## config.mk

```make
export PLATFORM = sky130hd
export DESIGN_NAME = disp_refresh_timer
export DESIGN_NICKNAME = d
export VERILOG_FILES = /design/src/rtl/disp_refresh_pkg.sv /design/src/rtl/drt_clock_src.sv /design/src/rtl/drt_prescaler.sv /design/src/rtl/drt_refresh.sv /design/src/rtl/disp_refresh_timer.sv
export SDC_FILE = /design/constraint.sdc
export NUM_CORES = 1
export LEC_CHECK = 0
export ABC_AREA = 1
export BUFFER_PORTS_ARGS = -buffer_cell sky130_fd_sc_hd__buf_2
export CAP_MARGIN = 20
export CORE_UTILIZATION = 54
export DETAILED_ROUTE_END_ITERATION = 16
export PLACE_DENSITY = 0.77
export SLEW_MARGIN = 20
export SYNTH_ARGS = -nofsm -noshare
export SYNTH_HDL_FRONTEND = slang
export SYNTH_SLANG_ARGS = --single-unit
```

## constraint.sdc

```tcl
create_clock -name clk -period 1.7 [get_ports clk]
set_clock_uncertainty 0.15 [all_clocks]
set_input_delay 0.34 -clock clk [delete_from_list [all_inputs] [get_ports clk]]
set_output_delay 0.34 -clock clk [all_outputs]
set_load 0.01 [all_outputs]
```

## src/rtl/disp_refresh_pkg.sv

```systemverilog
package disp_refresh_pkg;

    typedef enum logic {
        SRC_INT = 1'b0,
        SRC_EXT = 1'b1
    } src_sel_e;

    localparam int unsigned DEF_PRE_DIV = 8;

endpackage

```

## src/rtl/drt_clock_src.sv

```systemverilog
module drt_clock_src
    import disp_refresh_pkg::*;
#(
    parameter int unsigned INT_HALF = 4
) (
    input  logic     clk,
    input  logic     rst_n,
    input  logic     sleep,
    input  src_sel_e sel,
    input  logic     ext_osc,
    output logic     src_tick,
    output logic     osc_out
);
    localparam int unsigned CW = (INT_HALF > 2) ? $clog2(INT_HALF) : 1;
    localparam logic [CW-1:0] HALF_LAST = CW'(INT_HALF - 1);

    typedef struct packed {
        logic [CW-1:0] int_cnt;
        logic          osc;
        logic          sync1;
        logic          sync2;
        logic          prev;
    } src_state_t;

    src_state_t st_d, st_q;
    logic       int_tick;
    logic       ext_rise;

    always_comb begin
        st_d = st_q;
        if (sleep) begin
            st_d = '0;
        end else begin
            st_d.sync1 = ext_osc;
            st_d.sync2 = st_q.sync1;
            st_d.prev  = st_q.sync2;
            if (st_q.int_cnt == HALF_LAST) begin
                st_d.int_cnt = '0;
                st_d.osc     = ~st_q.osc;
            end else begin
                st_d.int_cnt = st_q.int_cnt + 1'b1;
            end
        end
        int_tick = !sleep && (st_q.int_cnt == HALF_LAST) && !st_q.osc;
        ext_rise = !sleep && st_q.sync2 && !st_q.prev;
        src_tick = (sel == SRC_EXT) ? ext_rise : int_tick;
        osc_out  = st_q.osc;
    end

    always_ff @(posedge clk or negedge rst_n) begin
        if (!rst_n) st_q <= '0;
        else        st_q <= st_d;
    end

    // the oscillator is high right after each internal tick
    p_int_toggle_r2: assert property (@(posedge clk) disable iff (!rst_n)
        int_tick |=> osc_out);

endmodule

```

## src/rtl/drt_prescaler.sv

```systemverilog
module drt_prescaler #(
    parameter int unsigned DIV = 8
) (
    input  logic clk,
    input  logic rst_n,
    input  logic sleep,
    input  logic use_ext,
    input  logic prescale,
    input  logic src_tick,
    output logic disp_tick
);
    localparam int unsigned CW = $clog2(DIV);
    localparam logic [CW-1:0] CNT_LAST = CW'(DIV - 1);

    typedef struct packed {
        logic [CW-1:0] cnt;
        logic          act;
    } pre_state_t;

    pre_state_t st_d, st_q;
    logic       dividing;
    logic       terminal;

    always_comb begin
        st_d     = st_q;
        dividing = st_q.act && use_ext;
        terminal = !dividing || (st_q.cnt == CNT_LAST);
        if (sleep) begin
            st_d.cnt = '0;
            st_d.act = prescale;
        end else if (src_tick) begin
            if (terminal) begin
                st_d.cnt = '0;
                st_d.act = prescale;
            end else begin
                st_d.cnt = st_q.cnt + 1'b1;
            end
        end
        disp_tick = !sleep && src_tick && terminal;
    end

    always_ff @(posedge clk or negedge rst_n) begin
        if (!rst_n) st_q <= '0;
        else        st_q <= st_d;
    end

    // the divide mode only changes right after a terminal count
    p_mode_at_terminal_r8: assert property (@(posedge clk) disable iff (!rst_n)
        (!$past(sleep) && (st_q.act != $past(st_q.act))) |-> $past(disp_tick));

endmodule

```

## src/rtl/drt_refresh.sv

```systemverilog
module drt_refresh #(
    parameter int unsigned POS_W = 9,
    parameter int unsigned SEG_W = 5
) (
    input  logic             clk,
    input  logic             rst_n,
    input  logic             sleep,
    input  logic             disp_tick,
    output logic             tick_out,
    output logic             frame_out,
    output logic             seg_out,
    output logic             started,
    output logic [POS_W-1:0] pos
);
    localparam logic [POS_W-1:0] POS_LAST = {POS_W{1'b1}};

    typedef struct packed {
        logic [POS_W-1:0] pos;
        logic             tick;
        logic             frame;
        logic             seg;
        logic             started;
    } ref_state_t;

    ref_state_t       st_d, st_q;
    logic [POS_W-1:0] pos_next;

    always_comb begin
        st_d     = st_q;
        pos_next = st_q.pos + 1'b1;
        if (sleep) begin
            st_d = '0;
        end else begin
            st_d.tick  = disp_tick;
            st_d.frame = disp_tick && (st_q.pos == POS_LAST);
            st_d.seg   = disp_tick && (pos_next[SEG_W-1:0] == '0);
            if (disp_tick) begin
                st_d.pos     = pos_next;
                st_d.started = 1'b1;
            end
        end
        tick_out  = st_q.tick;
        frame_out = st_q.frame;
        seg_out   = st_q.seg;
        started   = st_q.started;
        pos       = st_q.pos;
    end

    always_ff @(posedge clk or negedge rst_n) begin
        if (!rst_n) st_q <= '0;
        else        st_q <= st_d;
    end

    // one step per enable
    p_step_r6: assert property (@(posedge clk) disable iff (!rst_n)
        st_q.tick |-> st_q.pos == $past(st_q.pos) + 1'b1);
    // position holds between enables
    p_hold_r6: assert property (@(posedge clk) disable iff (!rst_n)
        (!st_q.tick && !$past(sleep)) |-> $stable(st_q.pos));
    // frame pulse only at the wrap
    p_frame_wrap_r6: assert property (@(posedge clk) disable iff (!rst_n)
        st_q.frame |-> (st_q.tick && st_q.pos == '0 && $past(st_q.pos) == POS_LAST));
    // segment pulse only at a segment boundary
    p_seg_boundary_r10: assert property (@(posedge clk) disable iff (!rst_n)
        st_q.seg |-> (st_q.tick && st_q.pos[SEG_W-1:0] == '0));

endmodule

```

## src/rtl/disp_refresh_timer.sv

```systemverilog
module disp_refresh_timer
    import disp_refresh_pkg::*;
#(
    parameter int unsigned INT_HALF = 4,
    parameter int unsigned PRE_DIV  = DEF_PRE_DIV,
    parameter int unsigned POS_W    = 9,
    parameter int unsigned SEG_W    = 5
) (
    input  logic             clk,
    input  logic             rst_n,
    input  logic             sleep,
    input  logic             src_ext,
    input  logic             prescale,
    input  logic             ext_osc,
    output logic             dclk_en,
    output logic             frame_start,
    output logic             seg_start,
    output logic [POS_W-1:0] refresh_pos,
    output logic             drive_en,
    output logic             osc_out
);
    src_sel_e sel;
    logic     src_tick;
    logic     disp_tick;
    logic     started;

    assign sel = src_sel_e'(src_ext);

    drt_clock_src #(.INT_HALF(INT_HALF)) u_src (
        .clk      (clk),
        .rst_n    (rst_n),
        .sleep    (sleep),
        .sel      (sel),
        .ext_osc  (ext_osc),
        .src_tick (src_tick),
        .osc_out  (osc_out)
    );

    drt_prescaler #(.DIV(PRE_DIV)) u_pre (
        .clk       (clk),
        .rst_n     (rst_n),
        .sleep     (sleep),
        .use_ext   (sel == SRC_EXT),
        .prescale  (prescale),
        .src_tick  (src_tick),
        .disp_tick (disp_tick)
    );

    drt_refresh #(.POS_W(POS_W), .SEG_W(SEG_W)) u_ref (
        .clk       (clk),
        .rst_n     (rst_n),
        .sleep     (sleep),
        .disp_tick (disp_tick),
        .tick_out  (dclk_en),
        .frame_out (frame_start),
        .seg_out   (seg_start),
        .started   (started),
        .pos       (refresh_pos)
    );

    assign drive_en = started && !sleep;

    // quiet while asleep
    p_sleep_quiet_r7: assert property (@(posedge clk) disable iff (!rst_n)
        (sleep && $past(sleep)) |-> (!dclk_en && !osc_out && !drive_en && refresh_pos == '0));
    // drive only after the display clock has run since wake
    p_drive_running_r9: assert property (@(posedge clk) disable iff (!rst_n)
        $rose(drive_en) |-> (dclk_en || $past(sleep)));

endmodule

```

# After elaboration in Yosys (flattened, before gate mapping)
# Index checks and enable logic that the tools add are counted.
# totals
register_bits	23
in_bits	6
# classes
addsub	3
eq_ne	3
muxes	11
bitwise_logic	1
reduce_logical	21
# op_table
op	count
$mux 13	1
$logic_and 1x1->1	10
$add 9x1->9 const B	1
$eq 9x9->1 const B	1
$mux 9	1
$mux 4	2
$reduce_bool 2->1	4
$mux 6	1
$logic_not 5->1	1
$logic_not 1->1	4
$mux 1	4
$add 3x1->3 const B	1
$eq 3x3->1 const B	1
$mux 3	1
$add 2x1->2 const B	1
$eq 2x2->1 const B	1
$mux 2	1
$reduce_and 2->1	1
$logic_or 1x1->1	1
$not 1->1	1

# Depth between registers and ports, before layout
# logic_depth
word_depth	8
ltp_mapped	8
mapped_depth_nobuf	8

# By module
# A second synthesis with hierarchy kept.
# hier_totals
cells_unflattened	137
area_unflattened_um2	1154.9
# by_module_without_submodules
mod	n_inst	cells_each	area_each_um2
drt_refresh	1	81	665.6
drt_clock_src	1	28	251.5
drt_prescaler	1	26	227.7
disp_refresh_timer	1	2	10.0

# Least setup slack after synthesis
# No wires, ideal clock.
# synth_timing
path_type	reg2reg
startpoint	reg u_ref.st_q (netlist bit u_ref.pos[0])
endpoint	reg u_ref.st_q (netlist bit u_ref.pos[8])
arrival_time_ns	1.358
required_time_ns	1.432
path_slack_ns	0.074
stages_incl_launch_ff	9
n_path_buf	0
path_cell_list	dfrtp_1 -> ha_1 -> nand2_1 -> nor2_1 -> nand3_1 -> nor2_1 -> ha_1 -> nand2_1 -> nand2_1
# synth_between
elab_chain_cells	3
# synth_lines
item	line_no	rtl
start: declaration	drt_refresh.sv:25	ref_state_t st_d, st_q;
start signal: assignment	drt_refresh.sv:51	else st_q <= st_d;
$add 9x1->9	drt_refresh.sv:30	pos_next = st_q.pos + 1'b1;
$mux 9	drt_refresh.sv:37	if (disp_tick) begin
$mux 13	drt_refresh.sv:31	if (sleep) begin
# No other way between the ends. The select of a mux whose other input is x is not followed.
# A chain may end at the register's enable or synchronous reset.

# Final worst setup path
# layout_timing
startpoint	reg u_pre.st_q[1] (netlist bit)
endpoint	reg u_ref.st_q (netlist bit u_ref.pos[1])
# layout_between
elab_chain_cells	4
# layout_lines
item	line_no	rtl
start: declaration	drt_prescaler.sv:20	pre_state_t st_d, st_q;
start signal: assignment	drt_prescaler.sv:44	else st_q <= st_d;
$eq 3x3->1	drt_prescaler.sv:27	terminal = !dividing || (st_q.cnt == CNT_LAST);
$logic_or 1x1->1	drt_prescaler.sv:27	
$logic_and 1x1->1	drt_prescaler.sv:39	disp_tick = !sleep && src_tick && terminal;
$reduce_bool 2->1 (no line)	--	
# No other way between the ends.

==> results.md <==
* Routed len/inst at 11.7 um
* Flops & latches, synth at 23
* Met3 wire len at 61 um
* I/O Buffers at 19
* Final Critical Period at 1.63 ns
* Highest clock rate at 0.613 GHz
* Crit. End Element: flop
* Fin Hold WS at 0.0811 ns
* CTS Root Cell: clkbuf_4
* CTS tree: done
* Max Used Layer: met4
* Syn_area_per_cell at 8.35 sq um
* Power per Cell Area at 668 nW/um^2
* Slew @ Worst Pin at 0.504 ns
* Largest net degree at the start of global routing at 24
* TritonCTS Buffers at 3
* Detailed-route wire length at 2.24 mm
* Vias in the first global route at 916
* Final net count at 177
* Area of the core at 2000 sq um
* Number of fill cells in the layout at 181
* Final period util at 96.0%
* WP data required at 1.76 ns
* Lkg Pwr at 0.000760 uW
* Synth Warn # at 0
* Max_cap viols at 0
* Die H at 48.5 um
* Worst-case clock buffer depth at 2
* DRC at 0
* DR WL met2 at 1.19 mm
* CTS Sinks at 23
* Dpl ws at 0.0636 ns
* Kind of critical path: flop to flop
* CP Buf/Inv Count at 2
* Final HPWL DP at 1.66 mm
* Worst stage delay on the critical path at 0.42 ns
* First DRT Iteration DRCs at 18
* Pre-antenna DRT Iters at 4
* Post-synth top area share at 49.3%
* Syn-to-layout area delta at 14.7%
* Final setup viols at 0
* Crit path cell chain: ha_1 -> ha_1 -> nor2_1 -> inv_2 -> nand2_8 -> inv_2 -> nand2_1 -> nand2_1
* Antenna viol nets, final at 0
* Worst slew margin at 66.4%
* Worst-path clk slew at 0.12 ns
* Number of inserted diodes at 0
* Post-Syn Area at 1170 sq um
* RSZ-0062 raised after global routing: true
* Area leader, netlist: dfrtp_1
* Initial Util at 58.4%
* Core Rows at 16
* Slowest CP cell: dfrtp_1
* Worst hold path type: input port to flop
* Via density at 5.09
* I/O Pins at 20
* Post-route setup slack at 0.0676 ns
* Synth area leaders: dfrtp_1 (49%), nand2_1 (12%), nand3_1 (7.3%)
* Syn Inst Count at 140
* Crit Path Max Fanout at 15
* Chip width at 48.5 um
* Remaining Overflow, GRT at 0
* Max-slew violations at 0
* Initial antenna violation count at 0
* Total global-route track usage at 20.8%
* Htree depth at 1
* M1 WL at 957 um
* CP Launch Type: flop
* Postcts setup bufs at 0
* Reg2reg setup slack at 0.07 ns
* CP delay by family, top: flip-flops
* Yosys cell types at 20
* Most common cell after layout, fill and taps aside: nand2_1
* Run status: completed
* GPL Wtd Cong at 0.822
* Endpoints failing hold at 0
* Worst VDD drop at 0.551 mV
* Crit path DAT at 1.69 ns
* Most frequent cells in the layout: nand2_1 (38), dfrtp_1 (23), buf_2 (19), nor2_1 (17), nand3_1 (17)
* First-pass GRT wire length at 3.75 mm
* Sequential fraction of the synthesis area at 49.3%
* Share of layout cells above drive strength 1 at 22.0%
* Mapped Nets at 152
* Via count at 972
* Clk_lat worst skew at 0.30 ns
* Die area at 2350 sq um
final timing paths:
kind / end / cells after the start / from
max in group asynchronous: u_ref.pos[6] / 2 / rst_n
min in group asynchronous: u_ref.pos[2] / 2 / rst_n
worst max-delay path: u_ref.pos[1] / 8 / u_pre.st_q[1]
worst min register to register: u_src.st_q[4] / 1 / u_src.st_q[4]
worst min-delay path: u_pre.st_q[0] / 3 / prescale
worst max register to register: u_ref.pos[1] / 8 / u_pre.st_q[1]
where the power goes:
part,switching [uW],internal (uW),leakage [uW],total (uW)
logic,56.0,25.9,0.000431,81.8
registers,7.41,561,0.000314,569
clock network,153,91.5,0.0000150,245
total,217,678,0.000760,895
flip-flops by register name, indices dropped and copies added, names as in the netlist:
register and cells:
u_ref.pos 9, u_src.st_q 5, u_pre.st_q 4, u_ref.frame_out 1, u_ref.seg_out 1, u_ref.started 1
u_ref.tick_out 1, u_src.osc_out 1
metrics by stage:
stage | instance area [sq um] | total power (uW) | TNS, ns | instances | util, %
after floorplan | 1170 | 629 | 0 | 140 | -
after global placement | 1290 | 655 | 0 | 186 | 64.6
after detailed placement | 1290 | 659 | 0 | 186 | 64.6
after CTS | 1330 | 902 | 0 | 191 | 66.4
after global routing | 1340 | 936 | -0.0519 | 191 | 66.9
final | 1340 | 895 | 0 | 191 | 66.9
kinds of logic after synthesis:
group                    synth area share, %
buffers and inverters                   8.46
AO/OA/AOI/OAI                           2.35
adder cells (fa/ha/maj)                 6.42
AND/OR/NAND/NOR                         32.0
XOR/XNOR                                1.50
flip-flops                              49.3
per-layer routing:
| layer | GRT usage, % | vias to the layer above |
|---|---|---|
| met5 | 0 | - |
| met2 | 39.9 | 19 |
| met1 | 23.5 | 466 |
| met4 | 7.35 | 0 |
| met3 | 2.52 | 4 |
| li1 | - | 483 |
synth_stat cells:
cell,n
nand2_4,2
o21ai_1,3
nand3_1,17
dfrtp_1,23
ha_1,6
inv_2,4
nand3_2,1
buf_6,2
nor2_4,2
nand4_1,2
nor2_1,18
o21bai_1,1
nand2_2,1
xor2_1,1
xnor2_1,1
nor3_1,1
o21ai_0,1
inv_1,15
nand2_1,38
buf_2,1
worst register-to-register path: stages (launching register included):
cell	delay (ns)
dfrtp_1	0.42
ha_1	0.21
ha_1	0.18
nor2_1	0.14
inv_2	0.09
nand2_8	0.13
inv_2	0.10
nand2_1	0.07
nand2_1	0.06
area by class of cell:
type,instances,area (sq um),share of cell area (%)
tap,27,33.8,2.52
clock buffer,4,26.3,1.96
timing repair buffer,23,128,9.52
multi-input combinational,95,505,37.7
inverter,19,71.3,5.32
sequential,23,576,43.0
repair_timing:
item,CTS,global route
endpoints found under the setup margin,0,7
endpoints found under the hold margin,23,0
hold buffers,1,0
resized for setup,0,2
No activity file was read; power rests on OpenSTA's default activity.
